==> src/rtl/fcvt_pkg.sv <==
package fcvt_pkg;
  parameter int EXP_W  = 11;
  parameter int FRAC_W = 52;
  parameter int BIAS   = 1023;
  parameter int INT_W  = 64;
  localparam int SH_W  = $clog2(INT_W);

  typedef enum logic [1:0] {
    RM_NEAR = 2'b00,
    RM_ZERO = 2'b01,
    RM_PINF = 2'b10,
    RM_NINF = 2'b11
  } rmode_e;

  typedef struct packed {
    logic             neg;
    logic             nan;
    logic             big;
    logic [INT_W-1:0] mag;
    logic             grd;
    logic             stk;
  } align_t;
endpackage

==> src/rtl/fcvt_align.sv <==
module fcvt_align
  import fcvt_pkg::*;
(
  input  logic [EXP_W+FRAC_W:0] op,
  output align_t                al
);
  localparam int PAD  = INT_W - FRAC_W;
  localparam int TOPZ = 2*INT_W - (FRAC_W + 1) - PAD;
  localparam int EW   = EXP_W + 2;

  logic [EXP_W-1:0]     exp_f;
  logic [FRAC_W-1:0]    frac;
  logic signed [EW-1:0] e_unb;
  logic [2*INT_W-1:0]   fixed, shifted;
  logic                 exp_max;

  assign exp_f   = op[EXP_W+FRAC_W-1:FRAC_W];
  assign frac    = op[FRAC_W-1:0];
  assign exp_max = &exp_f;
  assign e_unb   = $signed({2'b00, exp_f}) - EW'(BIAS);
  assign fixed   = {{TOPZ{1'b0}}, 1'b1, frac, {PAD{1'b0}}};
  assign shifted = fixed << e_unb[SH_W-1:0];

  always_comb begin
    al.neg = op[EXP_W+FRAC_W];
    al.nan = exp_max && (frac != '0);
    al.big = exp_max || (e_unb >= EW'(INT_W));
    al.mag = '0;
    al.grd = 1'b0;
    al.stk = 1'b0;
    if (!al.big && e_unb >= 0) begin
      al.mag = shifted[2*INT_W-1:INT_W];
      al.grd = shifted[INT_W-1];
      al.stk = |shifted[INT_W-2:0];
    end else if (e_unb == -1) begin
      al.grd = 1'b1;
      al.stk = |frac;
    end else if (!al.big) begin
      al.stk = (exp_f != '0) || (frac != '0);
    end
  end
endmodule

==> src/rtl/fcvt_round.sv <==
module fcvt_round
  import fcvt_pkg::*;
(
  input  align_t           al,
  input  rmode_e           rm,
  input  logic             dword,
  input  logic             sgn,
  output logic [INT_W-1:0] res,
  output logic             inexact,
  output logic             invalid
);
  localparam int HW = INT_W / 2;

  logic             inc, lost, ovf;
  logic [INT_W:0]   mag_r, one, pos_lim, neg_lim;
  logic [7:0]       wbits;
  logic [INT_W-1:0] neg_sat;

  assign lost = al.grd | al.stk;

  always_comb begin
    unique case (rm)
      RM_NEAR: inc = al.grd & (al.stk | al.mag[0]);
      RM_ZERO: inc = 1'b0;
      RM_PINF: inc = ~al.neg & lost;
      default: inc = al.neg & lost;
    endcase
  end

  assign mag_r   = {1'b0, al.mag} + {{INT_W{1'b0}}, inc};
  assign one     = {{INT_W{1'b0}}, 1'b1};
  assign wbits   = dword ? 8'(INT_W) : 8'(HW);
  assign pos_lim = (one << (wbits - {7'b0, sgn})) - one;
  assign neg_lim = sgn ? (one << (wbits - 8'd1)) : '0;
  assign neg_sat = '0 - neg_lim[INT_W-1:0];
  assign ovf     = al.big | (al.neg ? (mag_r > neg_lim) : (mag_r > pos_lim));
  assign invalid = al.nan | ovf;
  assign inexact = ~invalid & lost;

  always_comb begin
    if (al.nan)      res = neg_sat;
    else if (ovf)    res = al.neg ? neg_sat : pos_lim[INT_W-1:0];
    else if (al.neg) res = '0 - mag_r[INT_W-1:0];
    else             res = mag_r[INT_W-1:0];
  end
endmodule

==> src/rtl/fcvt_to_int.sv <==
module fcvt_to_int
  import fcvt_pkg::*;
(
  input  logic                    clk,
  input  logic                    rst,
  input  logic                    in_valid,
  input  logic [EXP_W+FRAC_W:0]   in_op,
  input  logic [1:0]              in_rmode,
  input  logic                    in_dword,
  input  logic                    in_signed,
  input  logic                    in_trunc,
  output logic                    out_valid,
  output logic [INT_W-1:0]        out_result,
  output logic                    out_inexact,
  output logic                    out_invalid
);
  align_t           al_c, s1_al;
  logic             s1_valid, s1_dword, s1_sgn;
  rmode_e           s1_rm;
  logic [INT_W-1:0] rd_res;
  logic             rd_nx, rd_nv;

  fcvt_align u_align (.op(in_op), .al(al_c));

  always_ff @(posedge clk) begin
    if (rst) begin
      s1_valid <= 1'b0;
      s1_al    <= '0;
      s1_rm    <= RM_NEAR;
      s1_dword <= 1'b0;
      s1_sgn   <= 1'b0;
    end else begin
      s1_valid <= in_valid;
      if (in_valid) begin
        s1_al    <= al_c;
        s1_rm    <= in_trunc ? RM_ZERO : rmode_e'(in_rmode);
        s1_dword <= in_dword;
        s1_sgn   <= in_signed;
      end
    end
  end

  fcvt_round u_round (
    .al(s1_al), .rm(s1_rm), .dword(s1_dword), .sgn(s1_sgn),
    .res(rd_res), .inexact(rd_nx), .invalid(rd_nv)
  );

  always_ff @(posedge clk) begin
    if (rst) begin
      out_valid   <= 1'b0;
      out_result  <= '0;
      out_inexact <= 1'b0;
      out_invalid <= 1'b0;
    end else begin
      out_valid <= s1_valid;
      if (s1_valid) begin
        out_result  <= rd_res;
        out_inexact <= rd_nx;
        out_invalid <= rd_nv;
      end
    end
  end

  AST_LATENCY: assert property (@(posedge clk) disable iff (rst)
    s1_valid |=> out_valid);
  AST_FLAG_EXCL: assert property (@(posedge clk) disable iff (rst)
    !(out_inexact && out_invalid));
  AST_NAN_INVALID: assert property (@(posedge clk) disable iff (rst)
    s1_valid && s1_al.nan |=> out_invalid && !out_inexact);
  AST_BIG_INVALID: assert property (@(posedge clk) disable iff (rst)
    s1_valid && s1_al.big |=> out_invalid);
  AST_UNSIGNED_NEG: assert property (@(posedge clk) disable iff (rst)
    s1_valid && !s1_sgn && s1_al.neg |=> out_result == '0);
endmodule

==> config.mk <==
export PLATFORM = sky130hd
export DESIGN_NAME = fcvt_to_int
export DESIGN_NICKNAME = d
export VERILOG_FILES = /design/src/rtl/fcvt_pkg.sv /design/src/rtl/fcvt_align.sv /design/src/rtl/fcvt_round.sv /design/src/rtl/fcvt_to_int.sv
export SDC_FILE = /design/constraint.sdc
export NUM_CORES = 1
export LEC_CHECK = 0
export ABC_AREA = 1
export BUFFER_PORTS_ARGS = -buffer_cell sky130_fd_sc_hd__buf_4
export CAP_MARGIN = 20
export CORE_MARGIN = 2
export CORE_UTILIZATION = 50
export DETAILED_ROUTE_END_ITERATION = 12
export HOLD_SLACK_MARGIN = 0.1
export PLACE_DENSITY = 0.7
export SLEW_MARGIN = 0
export SYNTH_ARGS = -nofsm -noshare
export SYNTH_HDL_FRONTEND = slang
export SYNTH_SLANG_ARGS = --single-unit
==> constraint.sdc <==
create_clock -name clk -period 6.8 [get_ports clk]
set_input_delay 0.34 -clock clk [delete_from_list [all_inputs] [get_ports clk]]
set_output_delay 0.34 -clock clk [all_outputs]
set_load 0.03 [all_outputs]
Word level (Yosys, flattened, before mapping)
Index checks and enable logic that the tools add are counted.

storage, ports and cells
  register bits after elaboration = 141
  output and inout port bits = 67
  word-level logic and storage cells = 66

cells by class
  add/sub/neg operators = 7
  $lt $le $gt $ge = 4
  equal/unequal tests = 3
  shift operators = 3
  multiplexer cells = 14
  bitwise gates (word level) = 10
  reduce and logical (&&, ||, !) cells = 11

operators with widths
  operator                                                                number
  64-bit two-way mux                                                      5
  65-bit greater-than comparator                                          2
  1-bit by 8-bit << shifter with 65-bit output, first input constant      2
  65-bit by 6-bit << shifter with 128-bit output                          1
  1-bit by 64-bit subtractor with 64-bit output, first input constant     2
  64-bit by 1-bit adder with 65-bit output                                1
  65-bit two-way mux                                                      1
  65-bit by 1-bit subtractor with 65-bit output, second input constant    1
  63-bit OR reduction                                                     1
  52-bit nonzero test                                                     1
  52-bit OR reduction                                                     1
  12-bit by 1-bit == test with 1-bit output, second input constant        1
  12-bit by 1-bit >= comparator with 1-bit output, second input constant  1
  12-bit by 8-bit >= comparator with 1-bit output, second input constant  1
  11-bit by 10-bit subtractor with 12-bit output, second input constant   1
  11-bit AND reduction                                                    1
  11-bit nonzero test                                                     1
  8-bit by 1-bit subtractor with 8-bit output                             1
  8-bit by 1-bit subtractor with 8-bit output, second input constant      1
  7-bit two-way mux                                                       1
  1-bit AND                                                               4
  1-bit two-way mux                                                       4
  2-bit two-way mux                                                       2
  1-bit OR                                                                4
  other kinds (8)                                                         11

Logic depth before layout (Yosys ltp)
  depth after elaboration = 10
  gate-level depth with buffers = 37

By module
From an unflattened synthesis, not the netlist that was laid out.

second synthesis, totals
  cells, all modules = 3,077
  area, all modules = 16,701.0 µm²

modules (own cells, without submodules)
  module       times used  cells an instance  area each (µm²)
  fcvt_round   1           1,463              7,066.8
  fcvt_to_int  1           609                4,991.0
  fcvt_align   1           1,005              4,643.2

Worst setup path before layout
OpenSTA, ideal clock, no wires.

  path kind = reg2reg
  start point = register s1_al[68] (netlist bit)
  end point = register out_result[53]
  setup time = 0.117 ns
  arrival time = 4.802 ns
  data required time = 6.683 ns
  setup slack = 1.881 ns
  stages on the path, launching flop included = 36
  path through = dfxtp_1 buf_2 inv_1 clkbuf_1 clkbuf_1 o21ai_0 o21ai_0 ha_1 ha_1 nand2_2 nor2_8 nand2_2 nor2_4 nand3_1 xor2_1 inv_1 ha_1 inv_1 nor4_1 nand3_1 nor4_1 nand4_1 nor3_1 nand2_1 nor2_1 nand3_1 nand2_1 nand2_1 nand2_4 nand2_4 nand3_2 nand2_1 buf_6 buf_6 nor2_1 nor2_1

on the way
  cells in the longest elaborated chain, start to end = 9
  elaborated cells between the ends (all ways) = 14
  classes of those cells = add/sub (2); order compare (2); mux (6); bitwise (4)

RTL lines
  what                                      RTL line           text
  start, declared                           fcvt_to_int.sv:17  align_t al_c, s1_al;
  start signal, assigned                    fcvt_to_int.sv:35  s1_al <= al_c;
  1-bit inverter                            fcvt_round.sv:25   RM_PINF: inc = ~al.neg & lost;
  1-bit AND                                 fcvt_round.sv:25
  1-bit case mux with 3 select lines        fcvt_round.sv:22   unique case (rm)
  64-bit by 1-bit adder with 65-bit output  fcvt_round.sv:30   assign mag_r = {1'b0, al.mag} + {{INT_W{1'b0}}, inc};
  65-bit greater-than comparator            fcvt_round.sv:36   assign ovf = al.big | (al.neg ? (mag_r > neg_lim) : (mag_r > pos_lim));
  1-bit two-way mux                         fcvt_round.sv:36
  1-bit OR                                  fcvt_round.sv:36
  64-bit two-way mux *                      fcvt_round.sv:42   else if (ovf) res = al.neg ? neg_sat : pos_lim[INT_W-1:0];
  64-bit two-way mux *                      fcvt_round.sv:41   if (al.nan) res = neg_sat;
  end signal, assigned                      fcvt_to_int.sv:57  out_result <= rd_res;
  end, declared                             fcvt_to_int.sv:13  output logic [INT_W-1:0] out_result,

Every way passes the cells marked *; elsewhere a longest branch is shown, timed or not.
A chain may end at the register's enable or synchronous reset.

Worst setup path in the final report
  start point = register s1_al[68] (netlist bit)
  end point = register out_result[18]

The elaborated chain is that of the path after synthesis.

==> flow_metrics.env <==
export IMPL_outcome="completed"
export IMPL_total_power_mw=2.681
export IMPL_synthFlopType="dfxtp_1"
export IMPL_worstPathArrival_ns=6.56
export IMPL_yosys_warnings=0
export IMPL_rsz0062_at_grt="no"
export IMPL_synthMuxAreaShare_pct=2.207
export IMPL_p_leak_nw=8.158
export IMPL_wl_met1_um=25950
export IMPL_crit_type="flip-flop to flip-flop"
export IMPL_start_util_pct=50.63
export IMPL_fin_worst_hold_slack_ns=0.1105
export IMPL_fillerInstances=3009
export IMPL_worst_skew_pair_late_latency_ns=0.45
export IMPL_irDropWorstVdd_mv=0.1601
export IMPL_path_common_cell="nand3_1"
export IMPL_fp_row_count=63
export IMPL_clock_skew_ns=0.01301
export IMPL_avgRoutedWirePerCell_um=19.65
export IMPL_synth_compound_area_share_pct=16.85
export IMPL_antenna_diode_count=0
export IMPL_wl_um=60100
export IMPL_hold_violations=0
export IMPL_cts_tree="yes"
export IMPL_htree_levels=4
export IMPL_drive_gt1_share_pct=10.42
export IMPL_via_count=17900
export IMPL_synth_top_family_by_area="simple AND/OR/NAND/NOR gates"
export IMPL_drv_slew=0
export IMPL_synth_simple_area_share_pct=41.28
export IMPL_synth_cell_types=57
export IMPL_post_synth_cell_area_avg_um2=5.808
export IMPL_fin_crit_sh_pct=91.08
export IMPL_cts_sinks=141
export IMPL_die_width_um=177.0
export IMPL_drc=0
export IMPL_worstMarginPinSlew_ns=1.072
export IMPL_synth_xor_area_share_pct=6.320
export IMPL_drt_iter0_drc=2138
export IMPL_wl_met3_um=6101
export IMPL_antenna_left=0
export IMPL_cts_root_buf="clkbuf_16"
export IMPL_powerDensity_nw_per_um2=158.5
export IMPL_ys_seq_elements=141
export IMPL_nets=2780
export IMPL_cp_start_kind="flip-flop"
export IMPL_max_freq_ghz=0.1615
export IMPL_drv_cap=0
export IMPL_setup_viol=0
export IMPL_clkTransAtPathRegs_ns=0.07
export IMPL_ys_seq_area_share_pct=18.86
export IMPL_die_area_um2=31330
export IMPL_multi_input_area_um2=10780
export IMPL_slew_headroom_pct=28.49
export IMPL_cts_setup_buffers=0
export IMPL_synth_edff_count=0
export IMPL_port_buffers=138
export IMPL_area_delta_synth_final_pct=13.00
export IMPL_grt_pass1_wl_um=92220
export IMPL_cp_slowest_stage_delay_ns=0.69
export IMPL_antenna_found_initial=0
export IMPL_final_area_um2=16910
export IMPL_synth_fa_ha_area_share_pct=4.347
export IMPL_track_usage_pct=38.21
export IMPL_worst_ep_required_time_ns=7.17
export IMPL_grt_remaining_overflow=0
export IMPL_dr_wl_met2_um=25940
export IMPL_routed_top_layer="met4"
export IMPL_cpMaxStageDelayCell="dfxtp_1"
export IMPL_pin_count=139
export IMPL_seqCellArea_um2=2823
export IMPL_viasPerCell=5.853
export IMPL_min_period_ns=6.193
export IMPL_grt_max_degree=78
export IMPL_dr_pass1_iters=8
export IMPL_synth_async_reset_ratio_pct=0
export IMPL_crit_path_max_fanout=37
export IMPL_die_height_um=177.0
export IMPL_clk_path_buf_depth=2
export IMPL_hp_class="input pin to flip-flop"
export IMPL_placed_area_um2=16280
export IMPL_syn_inst=2577
export IMPL_fin_tns_setup_ns=0
export IMPL_hpwlAfterDp_um=49310
export IMPL_cts_buffers=17
export IMPL_synthesis_area_um2=14970
export IMPL_fin_util_pct=57.21
export IMPL_worstSetupEndpointType="flip-flop"
export IMPL_coreArea_um2=29560
export IMPL_grt_pass1_vias=16490
export IMPL_gp_congestion=1.104
Yosys cell counts (5+ instances only):
master / instances / area, µm²
buf_1: 16 / 60.06
nand2_2: 11 / 68.82
nor2_1: 320 / 1201
clkinv_1: 6 / 22.52
nor3_1: 41 / 205.2
inv_1: 244 / 915.9
nor2_4: 9 / 101.4
xor2_2: 6 / 97.59
nor2_2: 19 / 118.9
buf_2: 6 / 30.03
o32ai_1: 30 / 262.8
or2_2: 9 / 56.30
o31ai_1: 7 / 52.55
inv_2: 16 / 60.06
o21ai_1: 5 / 25.02
nand4_1: 52 / 325.3
xor2_1: 87 / 762.0
o22ai_1: 27 / 168.9
xnor2_1: 8 / 70.07
o21ai_0: 262 / 1311
nor4_1: 18 / 112.6
o21a_1: 14 / 105.1
a32o_1: 7 / 70.07
nand3_1: 181 / 905.9
nand3b_1: 31 / 232.7
clkbuf_1: 94 / 352.8
nand2_1: 710 / 2665
mux2i_1: 33 / 330.3
a21oi_1: 57 / 285.3
ha_1: 52 / 650.6
dfxtp_1: 141 / 2823
worst max-delay path, delay by kind of cell, from the launching register on:
family	cells	cell delay, ns
flops	1	0.69
compound gates	3	0.53
xor+xnor	1	0.45
buf+inv	2	0.17
fa+ha+maj	3	0.92
simple gates	19	3.33
logic make-up after synthesis:
family	after synthesis
flops	141
fa+ha+maj	52
mux	33
other cells	2
xor+xnor	102
compound gates	440
buf+inv	389
simple gates	1418
sequential cells by signal, indices dropped and copies added (netlist names):
signal	cells
out_inexact	1
out_invalid	1
out_result	64
out_valid	1
s1_al	69
s1_dword	1
s1_rm	2
s1_sgn	1
s1_valid	1
placed cells by master, fill, tap and decap left out, types with 5 or more instances in the layout:
cell / n
a21oi_1: 57
xnor2_1: 8
nor2_2: 20
o21ai_0: 262
clkinv_1: 6
o21ai_1: 5
clkbuf_16: 17
nor2_1: 317
o32ai_1: 30
inv_1: 244
a32o_1: 7
or2_2: 9
o22ai_1: 27
nand3b_1: 31
nand3_1: 181
ha_1: 52
xor2_2: 6
nor2_4: 11
inv_2: 16
nor4_1: 18
buf_4: 154
nand4_1: 52
nand2_2: 13
mux2i_1: 33
o21a_1: 14
nand2_1: 708
nor3_1: 40
xor2_1: 86
dfxtp_1: 141
conb_1: 27
o31ai_1: 7
through the flow:
stage / worst slack [ns] / instances
3_5_place_dp: 0.5570 / 3025
3_3_place_gp: 0.7674 / 3023
5_1_grt: 0.1561 / 3059
4_1_cts: 0.4628 / 3058
2_1_floorplan: 1.881 / 2602
6_report: 0.6065 / 3059
power by group:
part	internal, mW	switching [mW]
sequential	0.852	0.0192
clock	0.532	0.442
combinational	0.254	0.583
total	1.64	1.04
cell type report:
type / instances / area share (%)
repair buffers: 158 / 7.309
flip-flops and latches: 141 / 16.69
clock buffers: 19 / 2.678
clock inverters: 13 / 0.7768
multi-input cells: 2072 / 63.76
inverters: 266 / 5.904
well taps: 390 / 2.885
worst paths after layout:
check / from / endpoint / slack (ns) / cells after the start
hold / removal: in_dword / s1_dword / 0.11 / 3
hold reg to reg: out_result[15] / out_result[15] / 0.47 / 2
setup / recovery: s1_al[68] / out_result[18] / 0.61 / 28
setup reg to reg: s1_al[68] / out_result[18] / 0.61 / 28
timing repair:
action                                  CTS  global route
resized for setup                         0             3
endpoints found under the setup margin    0            60
hold buffers                              1             0
hold endpoints to repair                  1             0
routing by layer:
layer  vias to the layer above  track usage (%)
li1                       8631                -
met2                       878            59.35
met4                         0            14.05
met5                         -                0
met3                       121            7.732
met1                      8273            52.09
Power figures use the tool's default switching activity.
